File: src/rtl/lane_unit_pkg.sv
// Shared constants and the width-code encoding for the byte-lane unit.
package lane_unit_pkg;

    localparam logic [6:0] OPC_LOAD  = 7'b0000011;
    localparam logic [6:0] OPC_STORE = 7'b0100011;

    // Width/extension code carried in the funct3 field of loads and stores.
    typedef enum logic [2:0] {
        WC_BYTE  = 3'b000,
        WC_HALF  = 3'b001,
        WC_WORD  = 3'b010,
        WC_RSV3  = 3'b011,
        WC_UBYTE = 3'b100,
        WC_UHALF = 3'b101,
        WC_RSV6  = 3'b110,
        WC_RSV7  = 3'b111
    } width_code_e;

endpackage

File: src/rtl/lane_store_steer.sv
// Store steering: turns a width code and byte offset into a lane-enable mask
// and copies the narrow store value onto every lane.
// Assumes halfwords are aligned; offset bit 0 is ignored for halfwords.
// Purely combinational; produces zeros when en is low or the code is unused.
module lane_store_steer
    import lane_unit_pkg::*;
#(
    parameter int DATA_W = 32,
    parameter int LANES  = DATA_W / 8,
    parameter int OFF_W  = $clog2(LANES)
) (
    input  logic              en,
    input  logic [2:0]        funct3,
    input  logic [OFF_W-1:0]  off,
    input  logic [DATA_W-1:0] wdata,
    output logic [LANES-1:0]  be,
    output logic [DATA_W-1:0] wdata_rep
);

    logic [LANES-1:0]  byte_hit;
    logic [LANES-1:0]  half_hit;
    logic [DATA_W-1:0] byte_rep;
    logic [DATA_W-1:0] half_rep;

    // Per-lane hit decode and replication of the narrow value.
    for (genvar g = 0; g < LANES; g++) begin : g_lane
        assign byte_hit[g]        = (off == OFF_W'(g));
        assign half_hit[g]        = (off[OFF_W-1:1] == (OFF_W-1)'(g / 2));
        assign byte_rep[g*8 +: 8] = wdata[7:0];
        assign half_rep[g*8 +: 8] = wdata[(g % 2)*8 +: 8];
    end

    // Select mask and data by width code; unused codes and idle give zeros.
    always_comb begin
        be        = '0;
        wdata_rep = '0;
        if (en) begin
            case (width_code_e'(funct3))
                WC_BYTE: begin be = byte_hit;  wdata_rep = byte_rep; end
                WC_HALF: begin be = half_hit;  wdata_rep = half_rep; end
                WC_WORD: begin be = '1;        wdata_rep = wdata;    end
                default: begin be = '0;        wdata_rep = '0;       end
            endcase
        end
    end

    // Lane count of the mask matches the requested width.
    always_comb begin
        if (en && funct3 == WC_BYTE)
            a_r3_byte_one_lane: assert ($countones(be) == 1);
        if (en && funct3 == WC_HALF)
            a_r4_half_two_lanes: assert ($countones(be) == 2);
        if (en && funct3 == WC_WORD)
            a_r5_word_all_lanes: assert (be == '1);
    end

endmodule

File: src/rtl/lane_load_extract.sv
// Load extraction: picks the addressed byte or halfword from the returned
// memory word and sign- or zero-extends it according to the width code.
// Assumes code and offset are those of the request one cycle earlier.
// Purely combinational; output is zero when valid is low or the code is unused.
module lane_load_extract
    import lane_unit_pkg::*;
#(
    parameter int DATA_W = 32,
    parameter int LANES  = DATA_W / 8,
    parameter int OFF_W  = $clog2(LANES)
) (
    input  logic              valid,
    input  logic [2:0]        funct3,
    input  logic [OFF_W-1:0]  off,
    input  logic [DATA_W-1:0] rdata,
    output logic [DATA_W-1:0] data
);

    logic [7:0]       lane_bytes [LANES];
    logic [OFF_W-1:0] half_lo_idx;
    logic [OFF_W-1:0] half_hi_idx;
    logic [7:0]       sel_byte;
    logic [15:0]      sel_half;

    // Split the returned word into byte lanes.
    for (genvar g = 0; g < LANES; g++) begin : g_split
        assign lane_bytes[g] = rdata[g*8 +: 8];
    end

    assign half_lo_idx = {off[OFF_W-1:1], 1'b0};
    assign half_hi_idx = {off[OFF_W-1:1], 1'b1};
    assign sel_byte    = lane_bytes[off];
    assign sel_half    = {lane_bytes[half_hi_idx], lane_bytes[half_lo_idx]};

    // Extend the selected piece by width code; unused codes give zero.
    always_comb begin
        data = '0;
        if (valid) begin
            case (width_code_e'(funct3))
                WC_BYTE:  data = {{(DATA_W-8){sel_byte[7]}}, sel_byte};
                WC_HALF:  data = {{(DATA_W-16){sel_half[15]}}, sel_half};
                WC_WORD:  data = rdata;
                WC_UBYTE: data = {{(DATA_W-8){1'b0}}, sel_byte};
                WC_UHALF: data = {{(DATA_W-16){1'b0}}, sel_half};
                default:  data = '0;
            endcase
        end
    end

    // Upper-bit fill follows the extension kind.
    always_comb begin
        if (valid && funct3 == WC_BYTE)
            a_r9_byte_sign_fill: assert (data[DATA_W-1:8] == {(DATA_W-8){data[7]}});
        if (valid && funct3 == WC_HALF)
            a_r10_half_sign_fill: assert (data[DATA_W-1:16] == {(DATA_W-16){data[15]}});
        if (valid && (funct3 == WC_UBYTE))
            a_r12_ubyte_zero_fill: assert (data[DATA_W-1:8] == '0);
        if (valid && (funct3 == WC_UHALF))
            a_r12_uhalf_zero_fill: assert (data[DATA_W-1:16] == '0);
    end

endmodule

File: src/rtl/lane_load_track.sv
// Load tracking register: remembers that a read was issued, together with its
// width code and byte offset, so they line up with data one clock later.
// Assumes fixed one-cycle memory read latency. Synchronous active-low reset.
module lane_load_track #(
    parameter int OFF_W = 2
) (
    input  logic             clk,
    input  logic             rst_n,
    input  logic             capture,
    input  logic [2:0]       funct3,
    input  logic [OFF_W-1:0] off,
    output logic             pend,
    output logic [2:0]       funct3_q,
    output logic [OFF_W-1:0] off_q
);

    // Mark a pending response for exactly one cycle after each read.
    always_ff @(posedge clk) begin
        if (!rst_n) pend <= 1'b0;
        else        pend <= capture;
    end

    // Hold the request's code and offset for the response cycle.
    always_ff @(posedge clk) begin
        if (!rst_n) begin
            funct3_q <= '0;
            off_q    <= '0;
        end else if (capture) begin
            funct3_q <= funct3;
            off_q    <= off;
        end
    end

endmodule

File: src/rtl/byte_lane_unit.sv
// Byte-lane unit between an integer pipeline and a word-wide data memory.
// Stores are steered in the request cycle; loads are extracted one clock
// later from the returned word. Assumes aligned halfwords and no accesses
// that span words. Synchronous active-low reset.
module byte_lane_unit
    import lane_unit_pkg::*;
#(
    parameter int DATA_W = 32,
    parameter int ADDR_W = 32,
    parameter int LANES  = DATA_W / 8,
    parameter int OFF_W  = $clog2(LANES)
) (
    input  logic                    clk,
    input  logic                    rst_n,
    input  logic                    req_valid,
    input  logic [6:0]              req_opcode,
    input  logic [2:0]              req_funct3,
    input  logic [ADDR_W-1:0]       req_addr,
    input  logic [DATA_W-1:0]       req_wdata,
    output logic [ADDR_W-OFF_W-1:0] mem_addr,
    output logic [LANES-1:0]        mem_be,
    output logic [DATA_W-1:0]       mem_wdata,
    output logic                    mem_re,
    input  logic [DATA_W-1:0]       mem_rdata,
    output logic                    load_valid,
    output logic [DATA_W-1:0]       load_data
);

    logic             is_store;
    logic [2:0]       pend_funct3;
    logic [OFF_W-1:0] pend_off;

    // Opcode decode gated by the request strobe.
    assign is_store = req_valid && (req_opcode == OPC_STORE);
    assign mem_re   = req_valid && (req_opcode == OPC_LOAD);
    assign mem_addr = req_addr[ADDR_W-1:OFF_W];

    lane_store_steer #(.DATA_W(DATA_W), .LANES(LANES), .OFF_W(OFF_W)) u_steer (
        .en        (is_store),
        .funct3    (req_funct3),
        .off       (req_addr[OFF_W-1:0]),
        .wdata     (req_wdata),
        .be        (mem_be),
        .wdata_rep (mem_wdata)
    );

    lane_load_track #(.OFF_W(OFF_W)) u_track (
        .clk      (clk),
        .rst_n    (rst_n),
        .capture  (mem_re),
        .funct3   (req_funct3),
        .off      (req_addr[OFF_W-1:0]),
        .pend     (load_valid),
        .funct3_q (pend_funct3),
        .off_q    (pend_off)
    );

    lane_load_extract #(.DATA_W(DATA_W), .LANES(LANES), .OFF_W(OFF_W)) u_extract (
        .valid  (load_valid),
        .funct3 (pend_funct3),
        .off    (pend_off),
        .rdata  (mem_rdata),
        .data   (load_data)
    );

    // write enables only under a presented store.
    a_r7_be_needs_store: assert property (@(posedge clk) disable iff (!rst_n)
        (mem_be != '0) |-> (req_valid && req_opcode == OPC_STORE));
    // a read and a write never share a cycle.
    a_r7_read_write_exclusive: assert property (@(posedge clk) disable iff (!rst_n)
        mem_re |-> (mem_be == '0));
    // every read is answered in the next cycle.
    a_r8_valid_follows_read: assert property (@(posedge clk) disable iff (!rst_n)
        mem_re |=> load_valid);
    // no response without a read in the cycle before.
    a_r8_no_spurious_valid: assert property (@(posedge clk) disable iff (!rst_n)
        !mem_re |=> !load_valid);
    // result is quiet when no load completes.
    a_r8_idle_zero: assert property (@(posedge clk) disable iff (!rst_n)
        !load_valid |-> (load_data == '0));

endmodule

File: config.mk
export PLATFORM = sky130hd
export DESIGN_NAME = byte_lane_unit
export DESIGN_NICKNAME = d
export VERILOG_FILES = /design/src/rtl/lane_unit_pkg.sv /design/src/rtl/lane_store_steer.sv /design/src/rtl/lane_load_extract.sv /design/src/rtl/lane_load_track.sv /design/src/rtl/byte_lane_unit.sv
export SDC_FILE = /design/constraint.sdc
export NUM_CORES = 1
export LEC_CHECK = 0
export ABC_AREA = 1
export BUFFER_PORTS_ARGS = -buffer_cell sky130_fd_sc_hd__buf_2
export CORE_MARGIN = 1.5
export CORE_UTILIZATION = 34
export CTS_CLUSTER_DIAMETER = 60
export CTS_CLUSTER_SIZE = 25
export DETAILED_ROUTE_END_ITERATION = 8
export PLACE_DENSITY_LB_ADDON = 0.3
export SKIP_CTS_REPAIR_TIMING = 1
export SKIP_LAST_GASP = 1
export SYNTH_ARGS = -nofsm -noshare
export SYNTH_HDL_FRONTEND = slang
export SYNTH_SLANG_ARGS = --single-unit
export TNS_END_PERCENT = 1
File: constraint.sdc
create_clock -name clk -period 1.5 [get_ports clk]
set_clock_uncertainty 0.1 [all_clocks]
set_input_delay 0.225 -clock clk [delete_from_list [all_inputs] [get_ports clk]]
set_output_delay 0.225 -clock clk [all_outputs]
set_load 0.03 [all_outputs]
==> metrics.txt <==
post-placement cell area=3400 um2; total core area=5960 um2; DRC errors left=0; Synth area leader=nand2_1; Routed Antenna Nets=0; Ports=209; DR pass1 iterations=4; Reg2Reg Setup Slack=660 ps; diode count=0; Avg Cell Area, Syn=5.12 um2; Final Cell Area=3670 um2; Crit-path slowest cell=dfxtp_4; TNS Setup=-16360 ps; xor and xnor area share after synthesis=0%; CTS tree=built; Mapped Cells=410; Tightest Pin Transition=255 ps; number of global-route vias before repair=2710; # clock sinks=6; Syn Std Cell Area=2100 um2; H-tree levels=1; Power Density=215 nW/um2; maximum fanout along the worst path=14; crit path DAT=1620 ps; final hold vios=0; largest family of logic cells by synthesized area=simple AND/OR/NAND/NOR gates; Starting Density=35.2%; Hold Crit Start=rst_n; adder-cell area share of the yosys netlist=0%; failing checks=negative setup slack; worst hold path stage count=2; # rows=28; CTS root buf=clkbuf_8; Max Freq=514 MHz; final WL=8170 um; Die H=81.6 um; relative slew slack=83.0%; crit end category=output port; Area contributors post-synth=nand2_1 17%, inv_1 14%, buf_4 11%; WL/cell=12.8 um; Slew Limit Fails=0; remaining global-route overflow=0; Synth Area in Simple Gates=40.5%; Max Cap Viol=0; final setup vio count=68; syn_nets=519; CP peak stage delay=360 ps; Buffers on Ports=148; CP Launch Type=flop; Worst-Skew Late Latency=220 ps; post-synth top area share=17.0%; hpwl dp=6410 um; final setup margin=-445 ps; GR Util All Layers=21.6%; yosys warns=0; complex-gate fraction of the synthesized area=23.7%; Area growth syn-to-layout=75.1%; layout cells sized above 1=48.8%; 1st-iter DRT viols=107; first-pass GRT wire length=11600 um; Die ar.=6650 um2; Leak=1.92 nW; GPL Wtd Cong=0.825; reg-to-reg endpoint=u_track.off_q[1]; Vias=3078; mux contribution to synthesized area=0%; Final Power=0.000789 W; critical path class=flop to output port; hold path endpoint=u_track.pend; Reg2Reg Depth=3; clk slew on worst S/H paths=30 ps; Critical Path RT=1170 ps; Hold Crit Class=input pin to flop; Tmin final=1950 ps; status=complete, but fails checks; reg2reg start=u_track.off_q[1]; synth unique cells=30; Seq/Total Area, Yosys=5.72%; total CTS buffers=3; initial antenna violation count=0; Max rail drop VDD=205 uV; nets=672; DR vias/cell=4.84; cells along the critical path=nor2_2, nand2_1, buf_4, o21ai_0, inv_1, a21oi_4, clkbuf_4; Die X=81.6 um; Synth Register Bits=6; RSZ-0062 raised after global routing=true; largest net degree at the start of global routing=29; fin crit share=130%; final hold slack=183 ps; Max clock buf depth=2
[cell type report]
class	instances	area [um2]
clock buffers	3	41.3
fillers	583	2280
repair buffers	194	1340
inverters	82	314
multi-input cells	276	1760
flip-flops and latches	6	129
well taps	75	93.8
[cell families (layout without fill, tap and decap cells)]
kind of cell / after synthesis / after routing
flip-flops: 6 / 6
AND/OR/NAND/NOR: 190 / 190
buffers and inverters: 128 / 279
AO/OA/AOI/OAI: 86 / 86
[metrics by stage]
step                      setup WS (ps)  utilization, %  std cells
after global routing               -519            61.7        636
after CTS                          -554            57.8        630
final                              -445            61.7        636
after detailed placement           -308            57.1        627
after global placement             -245            57.1        627
after floorplan                   -78.0               -        410
[registers in the layout (all words and copies together) (netlist names)]
signal,cells
u_track.off_q,2
u_track.funct3_q,3
u_track.pend,1
[critical path: cells and delay by family, from the launching register on]
kind	cells	cell delay, ps
buf+inv	3	490
flops	1	360
compound gates	2	320
simple gates	2	210
[per-layer routing]
layer / vias up / GRT usage [%] / share of wire (%)
met3: 21 / 4.22 / 8.3
met1: 1389 / 25.9 / 39
met5: - / 0 / 0
met4: 0 / 7.24 / 2.3
li1: 1540 / - / -
met2: 128 / 38.2 / 50
[placed cells by master (no fill, tap or decap), drive strengths merged]
cell        n
nand3      15
a21oi      34
dfxtp       6
o211ai      8
o31ai       1
clkbuf      8
nand4       4
nor3b       1
buf       189
inv        81
and2        1
a31oi       3
o21ai      39
nor2       65
o21a        1
clkinvlp    1
nor3        5
or2         1
nand2      98
[worst max path at each step]
stage / from / end / slack (ps) / cells after the start
6_report: u_track.funct3_q[0] / load_data[11] / -450 / 7
5_1_grt: u_track.funct3_q[0] / load_data[11] / -520 / 7
4_1_cts: u_track.off_q[1] / load_data[19] / -550 / 7
3_5_place_dp: u_track.off_q[1] / load_data[19] / -310 / 7
3_3_place_gp: u_track.off_q[1] / load_data[16] / -250 / 7
2_1_floorplan: u_track.funct3_q[1] / load_data[21] / -80 / 7
[power breakdown]
group	switching, W	leakage, nW	internal (W)
Sequential	0.000000761	0.0512	0.000159
Clock	0.0000666	0.0216	0.000172
Combinational	0.000215	1.85	0.000175
[synthesized netlist by cell type]
| cell | count |
|---|---|
| o21ai_0 | 38 |
| buf_12 | 1 |
| nand4_1 | 4 |
| buf_6 | 1 |
| nor2_8 | 2 |
| o31ai_1 | 1 |
| a21oi_2 | 10 |
| buf_4 | 30 |
| inv_1 | 81 |
| nand3_1 | 14 |
| nor3_2 | 1 |
| nor2_2 | 11 |
| inv_2 | 1 |
| nand2_2 | 3 |
| a21oi_1 | 24 |
| dfxtp_1 | 6 |
| nor3_1 | 4 |
| nor3b_1 | 1 |
| nand3_4 | 1 |
| o211ai_1 | 8 |
| nor2_1 | 51 |
| nand2_1 | 95 |
| o21ai_1 | 1 |
| o21a_1 | 1 |
| and2_1 | 1 |
| buf_2 | 12 |
| nor2_4 | 1 |
| a31oi_1 | 3 |
| or2_2 | 1 |
| clkbuf_1 | 2 |
Power figures use the tool's default switching activity.
